==> config.mk <==
export PLATFORM = sky130hd
export DESIGN_NAME = irq_inject_regs
export DESIGN_NICKNAME = d
export VERILOG_FILES = /design/src/rtl/irq_inject_pkg.sv /design/src/rtl/irq_inj_decode.sv /design/src/rtl/irq_inj_lines.sv /design/src/rtl/irq_inj_rdmux.sv /design/src/rtl/irq_inject_regs.sv
export SDC_FILE = /design/constraint.sdc
export NUM_CORES = 1
export LEC_CHECK = 0
export ABC_AREA = 1
export BUFFER_PORTS_ARGS = -buffer_cell sky130_fd_sc_hd__buf_4
export CAP_MARGIN = 25
export CELL_PAD_IN_SITES_DETAIL_PLACEMENT = 1
export CELL_PAD_IN_SITES_GLOBAL_PLACEMENT = 1
export CORE_MARGIN = 2
export CORE_UTILIZATION = 19
export DETAILED_ROUTE_END_ITERATION = 8
export PLACE_DENSITY_LB_ADDON = 0.1
export SLEW_MARGIN = 0
export SYNTH_ARGS = -nofsm -noshare
export SYNTH_HDL_FRONTEND = slang
export SYNTH_HIERARCHICAL = 1
export SYNTH_SLANG_ARGS = --single-unit
==> constraint.sdc <==
create_clock -name clk -period 1.4 [get_ports clk]
set_input_delay 0.14 -clock clk [delete_from_list [all_inputs] [get_ports clk]]
set_output_delay 0.14 -clock clk [all_outputs]
set_load 0.01 [all_outputs]
==> src/rtl/irq_inject_pkg.sv <==
package irq_inject_pkg;

    localparam int unsigned WORD_W      = 32;
    localparam int unsigned NUM_LINES   = 4;
    localparam int unsigned LEVEL_BIT   = 31;
    localparam logic [2:0]  SIZE_WORD   = 3'd2;
    localparam logic [WORD_W-1:0] ID_WORD = 32'h0001_0000;

    // Line index -> select bit position in the command word.
    // Index 0 is the supervisor software line (gated by mode).
    localparam int unsigned SSW_IDX = 0;

    function automatic int unsigned sel_pos(input int unsigned idx);
        case (idx)
            0:       sel_pos = 1;
            1:       sel_pos = 3;
            2:       sel_pos = 9;
            default: sel_pos = 11;
        endcase
    endfunction

    function automatic logic [LEVEL_BIT-1:0] sel_mask();
        logic [LEVEL_BIT-1:0] m;
        m = '0;
        for (int unsigned i = 0; i < NUM_LINES; i++) m[sel_pos(i)] = 1'b1;
        return m;
    endfunction

    localparam logic [LEVEL_BIT-1:0] SEL_MASK = sel_mask();

    typedef enum logic [1:0] {
        TGT_NONE = 2'd0,
        TGT_ID   = 2'd1,
        TGT_CMD  = 2'd2
    } target_e;

    typedef struct packed {
        logic    fault;
        logic    accept;
        logic    is_write;
        target_e tgt;
    } acc_dec_t;

    typedef struct packed {
        logic                 apply;
        logic                 level;
        logic [NUM_LINES-1:0] pick;
    } cmd_t;

    function automatic logic [NUM_LINES-1:0] gather_pick(input logic [WORD_W-1:0] w);
        logic [NUM_LINES-1:0] p;
        for (int unsigned i = 0; i < NUM_LINES; i++) p[i] = w[sel_pos(i)];
        return p;
    endfunction

endpackage

==> src/rtl/irq_inj_decode.sv <==
module irq_inj_decode
    import irq_inject_pkg::*;
#(
    parameter int unsigned ADDR_W = 12,
    parameter logic [ADDR_W-1:0] BASE_ADDR = '0
) (
    input  logic              valid,
    input  logic              write,
    input  logic [ADDR_W-1:0] addr,
    input  logic [2:0]        size,
    input  logic [WORD_W-1:0] wdata,
    output acc_dec_t          dec
);
    localparam logic [ADDR_W-1:0] ID_ADDR  = BASE_ADDR;
    localparam logic [ADDR_W-1:0] CMD_ADDR = BASE_ADDR + ADDR_W'(4);

    logic    shape_ok;
    logic    rsvd_hit;
    target_e tgt;

    always_comb begin
        shape_ok = (size == SIZE_WORD) && (addr[1:0] == 2'b00);
        if (addr == ID_ADDR)       tgt = TGT_ID;
        else if (addr == CMD_ADDR) tgt = TGT_CMD;
        else                       tgt = TGT_NONE;
        rsvd_hit = |(wdata[LEVEL_BIT-1:0] & ~SEL_MASK);
    end

    always_comb begin
        dec.is_write = write;
        dec.tgt      = tgt;
        dec.fault    = 1'b0;
        if (valid) begin
            if (!shape_ok || tgt == TGT_NONE)            dec.fault = 1'b1;
            else if (write && tgt == TGT_CMD && rsvd_hit) dec.fault = 1'b1;
        end
        dec.accept = valid && !dec.fault;
    end
endmodule

==> src/rtl/irq_inj_lines.sv <==
module irq_inj_lines
    import irq_inject_pkg::*;
(
    input  logic                 clk,
    input  logic                 rst,
    input  logic                 sup_mode_en,
    input  cmd_t                 cmd,
    output logic [NUM_LINES-1:0] pend
);
    for (genvar i = 0; i < NUM_LINES; i++) begin : g_line
        logic bit_q;
        if (i == SSW_IDX) begin : g_gated
            always_ff @(posedge clk) begin
                if (rst)                          bit_q <= 1'b0;
                else if (!sup_mode_en)            bit_q <= 1'b0;
                else if (cmd.apply && cmd.pick[i]) bit_q <= cmd.level;
            end
        end else begin : g_plain
            always_ff @(posedge clk) begin
                if (rst)                          bit_q <= 1'b0;
                else if (cmd.apply && cmd.pick[i]) bit_q <= cmd.level;
            end
        end
        assign pend[i] = bit_q;
    end
endmodule

==> src/rtl/irq_inj_rdmux.sv <==
module irq_inj_rdmux
    import irq_inject_pkg::*;
(
    input  acc_dec_t          dec,
    output logic [WORD_W-1:0] rdata
);
    always_comb begin
        rdata = '0;
        if (dec.accept && !dec.is_write && dec.tgt == TGT_ID) rdata = ID_WORD;
    end
endmodule

==> src/rtl/irq_inject_regs.sv <==
module irq_inject_regs
    import irq_inject_pkg::*;
#(
    parameter int unsigned ADDR_W = 12,
    parameter logic [ADDR_W-1:0] BASE_ADDR = 12'h100
) (
    input  logic              clk,
    input  logic              rst,
    input  logic              sup_mode_en,
    input  logic              acc_valid,
    input  logic              acc_write,
    input  logic [ADDR_W-1:0] acc_addr,
    input  logic [2:0]        acc_size,
    input  logic [31:0]       acc_wdata,
    output logic [31:0]       acc_rdata,
    output logic              acc_fault,
    output logic [3:0]        irq_pend
);
    acc_dec_t dec;
    cmd_t     cmd;

    irq_inj_decode #(.ADDR_W(ADDR_W), .BASE_ADDR(BASE_ADDR)) u_dec (
        .valid (acc_valid),
        .write (acc_write),
        .addr  (acc_addr),
        .size  (acc_size),
        .wdata (acc_wdata),
        .dec   (dec)
    );

    always_comb begin
        cmd.apply = dec.accept && dec.is_write && dec.tgt == TGT_CMD;
        cmd.level = acc_wdata[LEVEL_BIT];
        cmd.pick  = gather_pick(acc_wdata);
    end

    irq_inj_lines u_lines (
        .clk         (clk),
        .rst         (rst),
        .sup_mode_en (sup_mode_en),
        .cmd         (cmd),
        .pend        (irq_pend)
    );

    irq_inj_rdmux u_rd (
        .dec   (dec),
        .rdata (acc_rdata)
    );

    assign acc_fault = dec.fault;
endmodule

==> results.md, run 1 <==
- Outcome: finished, final reports clean
- Critical path required time: 1260 ps
- Number of inserted diodes: 0
- Gate Count Post-Synth: 153
- Static Leakage: 0.000806 uW
- Die Height: 69.2 microns
- Syn Area/Cell: 5.28 sq um
- CP Launch Type: primary input
- Initial DRT Pass Iterations: 2
- Cell Rows: 23
- Skew-Pair Late Insertion Delay: 220 ps
- Logic pwr share: 40.0%
- Worst Hold Class: in2reg
- Yosys top cell by area: buf_4
- Final wirelength: 2.38 mm
- Final-report hold violation count: 0
- Post-synthesis register bit count: 4
- Achievable frequency: 743 MHz
- Worst EP arrival: 1210 ps
- Gp weighted congestion: 0.759
- DP Wirelength: 2.08 mm
- Inst Count DP: 259
- Synth Flop Type: dfxtp_1
- Minimum clock period: 1350 ps
- Layout Skew: 0 ps
- Number of max-cap violations: 0
- Crit path max fanout: 2
- Vias per inst: 3.54
- CTS tree: done
- All-layer global routing usage: 9.71%
- Final ANT Viol Nets: 0
- DR DRC count: 0
- Switch Pwr: 173 uW
- Setup WS pre-CTS: -186 ps
- Library cells used by synthesis: 16
- Routed len/inst: 9.03 microns
- Vias in the first global route: 959
- Die width: 69.2 microns
- Starting Density: 19.9%
- DR iter-0 viols: 34
- Fin nets: 268
- Number of flops mapped to enable cells by yosys: 0
- Top reg by flops: u_lines/g_line.bit_q
- Clock-pin slew on the worst setup and hold paths: 30 ps
- DR vias: 934
- Area grow syn2layout: 70.3%
- RSZ-0062 raised after global routing: true
- Synth Warn #: 6
- First-pass GRT wire length: 3.82 mm
- CTS Buffer Depth: 2
- Max reg flops: 4
- Setup crit end kind: primary output
- CTS Hold Bufs: 0
- Largest net degree at the start of global routing: 5
- Initial antenna violation count: 0
- Input/output buffers: 57
- Clk sinks: 4
- Die area: 4790 sq um
- Peak supply drop: 159 uV
- Top-count cell post-synth: nand2_1
- I/O pins: 89
- Synth async-reset ratio: 0%
- Grt ovf: 0
- Clock power share: 40.9%
- Largest registers: u_lines/g_line.bit_q (4)
- Endpoints failing setup: 0
- CTS buffer count: 3
- Share of cells above drive strength 1: 53.3%
- Fin cells: 264
- Synth top area cells: buf_4, nand2_1, inv_1
- Sw frac: 28.9%
- Setup ws final: 54.0 ps
- Seq/Total Area, Yosys: 9.91%
- Slew Limit Fails: 0
- Fin crit share: 96.1%
- WHS: 168 ps
- Cell-internal power: 427 uW
- H-tree levels: 1
- Worst reg-to-reg setup slack: 790 ps
- Crit Path Class: in2out
- Area fraction of the dominant cell type after synthesis: 33.4%
- Area of the core: 4060 sq um
- Pwr dens: 436 nW/um^2
- Synth top cells by count: nand2_1, buf_4, inv_1
- Post-Syn Area: 808 sq um
- Root buf cell: clkbuf_8
- Sequential power share: 19.1%
-- path summary, 6_finish.rpt --
path	end	startpoint	depth (start not counted)
worst max register to register	u_lines/g_line[2].bit_q	u_lines/g_line[2].bit_q	4
worst min-delay path	u_lines/g_line[0].bit_q	rst	4
worst max-delay path	acc_rdata[16]	acc_addr[1]	9
worst min register to register	u_lines/g_line[1].bit_q	u_lines/g_line[1].bit_q	4
-- repair_timing --
action,in CTS,in global routing
cloned,0,0
buffers inserted,2,0
pin swaps,11,27
setup endpoints to repair,1,6
resized for setup,15,41
-- cells in the final DEF, fill, tap and decap left out --
master / n
clkbuf_8: 3
nand2_4: 1
clkinv_1: 1
dfxtp_1: 4
nand2_2: 7
nor2_4: 5
buf_6: 12
a21oi_2: 1
nor3_2: 1
conb_1: 31
nor2_1: 16
nand2_1: 30
nor3_4: 1
inv_2: 21
nor2_2: 8
nand4_1: 1
inv_1: 16
nand3_4: 1
and2_1: 1
and2_4: 1
buf_4: 52
-- cells by family (layout without fill, tap and decap cells) --
logic type / after synthesis / count (layout) / share of synthesized area (%)
buf+inv: 74 / 105 / 51.1
simple gates: 73 / 73 / 37.9
flops: 4 / 4 / 9.91
other cells: 1 / 31 / 0.464
compound gates: 1 / 1 / 0.619
-- through the flow --
step | setup TNS, ps | area, sq um | total power [uW] | utilization, %
3_5_place_dp | -765 | 1180 | 318 | 29.0
6_report | 0 | 1380 | 600 | 33.9
5_1_grt | -148 | 1380 | 645 | 33.9
2_1_floorplan | 0 | 921 | 259 | -
3_3_place_gp | -533 | 1180 | 313 | 29.0
4_1_cts | 0 | 1280 | 582 | 31.5
-- area by class of cell --
class | count | area (sq um)
fill | 545 | 2680
clock buffer | 3 | 41.3
multi-input combinational | 105 | 524
inverter | 38 | 143
sequential | 4 | 80.1
tap | 50 | 62.6
timing repair buffer | 64 | 526
-- worst max-delay path, stage by stage --
cell and delay (ps):
buf_4 130, nor2_4 80, nand4_1 150, nor3_4 210, nand2_1 80, nor2_2 100
nand2_1 70, nor2_2 130, buf_6 120
-- power groups by stage --
stage	registers, uW	logic (uW)	clock network (uW)
4_1_cts	115	212	255
6_report	115	240	245
5_1_grt	115	263	267
2_1_floorplan	116	142	0
3_5_place_dp	116	201	0
3_3_place_gp	116	196	0
-- layer usage --
layer | global-route usage (%) | vias up | part of all wire (%)
li1 | - | 484 | -
met1 | 9.09 | 399 | 33
met2 | 19.1 | 47 | 57
met3 | 3.05 | 4 | 8.9
met4 | 3.92 | 0 | 1.5
met5 | 0 | - | 0
No activity file was read; power rests on OpenSTA's default activity.
==> inputs of run 2 (changes only) <==
Settings changed: ABC_AREA 1 to not set, CORE_UTILIZATION 19 to 18.
==> results.md, run 2 <==
- Outcome: finished, violations left
- Failing checks: setup timing
- Hold path start: rst
- Max reg flops: 4
- Area of the core: 3340 sq um
- RSZ-0062 raised after global routing: true
- WHS: 105 ps
- Commonest non-fill, non-tap cell in the layout: buf_4
- Post-synthesis register bit count: 4
- Synth Flop Type: dfxtp_1
- CTS buffer count: 3
- Setup crit end kind: primary output
- Largest net degree at the start of global routing: 9
- Met3 routed WL: 233 microns
- Number of max-cap violations: 0
- Synth Area in Adders: 0%
- Area after DPL: 1010 sq um
- Input/output buffers: 57
- Layout Utilization: 34.3%
- Skew-Pair Late Insertion Delay: 230 ps
- Worst reg-to-reg setup slack: 690 ps
- Grt ovf: 0
- Clock-pin slew on the worst setup and hold paths: 30 ps
- Synth Area in Simple Gates: 26.9%
- Cell Rows: 21
- Final ANT Viol Nets: 0
- Area grow syn2layout: 83.5%
- Synth async-reset ratio: 0%
- Gp weighted congestion: 0.699
- Top-count cell post-synth: buf_4
- Fin crit share: 111%
- All-layer global routing usage: 9.87%
- Initial DRT Pass Iterations: 3
- Starting Density: 18.7%
- Reg2reg start: u_lines/g_line[2].bit_q
- Final wirelength: 1.89 mm
- Synth top area cells: buf_4, dfxtp_1, nor4_1
- Main combinational cell family by area after synthesis: buffers and inverters
- DR DRC count: 0
- Number of inserted diodes: 0
- Met1 wire length: 588 microns
- Synth Warn #: 6
- CTS Buffer Depth: 2
- Worst hold endpoint: u_lines/g_line[2].bit_q
- I/O pins: 89
- Vias in the first global route: 744
- Area fraction of the dominant cell type after synthesis: 43.4%
- DP Wirelength: 1.71 mm
- Fin area: 1140 sq um
- Endpoints failing setup: 5
- Root buf cell: clkbuf_4
- Share of cells above drive strength 1: 60.9%
- Slew Limit Fails: 0
- Die width: 62.8 microns
- Minimum clock period: 1550 ps
- Synth top cells by count: buf_4, nor4_1, nand3_1
- Die Height: 62.8 microns
- Syn Area/Cell: 7.99 sq um
- Most frequent cells in the layout: buf_4, conb_1, buf_6
- Gate Count Post-Synth: 78
- Initial antenna violation count: 0
- Total power: 461 uW
- Post-synthesis mux area share: 0%
- Routed len/inst: 10.6 microns
- Crit Path Class: in2out
- R2R cell count: 2
- Final-report hold violation count: 0
- RR Endpoint: u_lines/g_line[2].bit_q
- Wire length on met2: 1.07 mm
- CTS tree: done
- Fin nets: 187
- Post-Syn Area: 623 sq um
- Die area: 3950 sq um
- Fillcell total: 415
- Seq/Total Area, Yosys: 12.9%
- Library cells used by synthesis: 23
- H-tree levels: 1
- Largest registers: u_lines/g_line.bit_q (4)
- First-pass GRT wire length: 3.13 mm
- Worst Hold Class: in2reg
- Static Leakage: 0.000527 uW
- Vias per inst: 3.77
- DR iter-0 viols: 16
- CP Launch Type: primary input
- Achievable frequency: 643 MHz
- Number of flops mapped to enable cells by yosys: 0
- Setup ws final: -154 ps
- DR vias: 675
- Compound-Gate Fraction of Synth Area: 13.9%
- Pwr dens: 403 nW/um^2
- Top Layer Used: met3
- Peak supply drop: 115 uV
- Hold path depth: 2
- Yosys top cell by area: buf_4
- Critical path required time: 1260 ps
- Worst EP arrival: 1410 ps
- Layout Skew: 0 ps
- Clk sinks: 4
- Crit path max fanout: 2
- Xor/xnor share of the synthesized area: 0%
- Top reg by flops: u_lines/g_line.bit_q
## run 2: cell types whose count changed after synthesis, moves of 2 or more
| cell | before | now |
|---|---|---|
| a21bo_1 | 0 | 3 |
| a21oi_2 | 0 | 2 |
| and4b_1 | 0 | 2 |
| inv_1 | 32 | 1 |
| inv_2 | 5 | 0 |
| nand2_1 | 38 | 0 |
| nand3_1 | 0 | 5 |
| nor2_1 | 25 | 2 |
| nor2_2 | 4 | 0 |
| nor4_1 | 0 | 7 |
## run 2: per-layer routing
layer  global-route usage, %  vias to the layer above
met1                    8.67                      309
met4                    4.17                        0
li1                        -                      323
met2                    19.1                       43
met5                       0                        -
met3                    4.50                        0
## run 2: critical path, stage by stage
cell	delay, ps
buf_4	120
nor4_4	250
nand3_1	130
o211ai_2	200
and4b_1	230
and4bb_2	240
buf_6	100
## run 2: kinds of logic (layout without fill, tap and decap cells)
family,count (synthesis),count (layout)
flip-flops,4,4
buffers and inverters,38,63
other,1,31
AND/OR/NAND/NOR,25,25
AO/OA/AOI/OAI,10,10
## run 2: metrics by stage
step / TNS (ps) / instances / setup slack (ps)
floorplan: -169 / 108 / -51.7
global placement: -1510 / 176 / -334
detailed placement: -1610 / 176 / -359
CTS: -392 / 179 / -164
global route: -843 / 179 / -227
finish: -441 / 179 / -154
## run 2: worst max-delay path by stage
stage	startpoint	end	slack [ps]	cells after the start
after floorplan	acc_wdata[7]	u_lines/g_line[0].bit_q	-50	8
after global placement	acc_wdata[6]	u_lines/g_line[0].bit_q	-330	9
after detailed placement	acc_wdata[24]	u_lines/g_line[2].bit_q	-360	9
after CTS	acc_wdata[0]	acc_rdata[16]	-160	7
after global routing	acc_wdata[14]	acc_rdata[16]	-230	7
final	acc_wdata[16]	acc_rdata[16]	-150	7
## run 2: cell type report
class / instances / area [sq um] / share of cell area (%)
Sequential cell: 4 / 80.1 / 7.00
Multi-Input combinational cell: 66 / 499 / 43.7
Inverter: 1 / 3.75 / 0.328
Tap cell: 46 / 57.6 / 5.03
Timing Repair Buffer: 59 / 480 / 42.0
Clock buffer: 3 / 22.5 / 1.97
## run 2: what timing repair did
item / 4_1_cts / 5_1_grt
hold buffers: 0 / 0
resized for setup: 16 / 7
pin swaps: 13 / 6
cloned: 0 / 0
endpoints found under the setup margin: 5 / 5
setup buffers: 0 / 0
## run 2: report_power, final
part	total [uW]	internal, uW	switching [uW]
sequential	115	115	0.000000101
combinational	210	115	95.5
clock	136	95.5	40.7
total	461	325	136
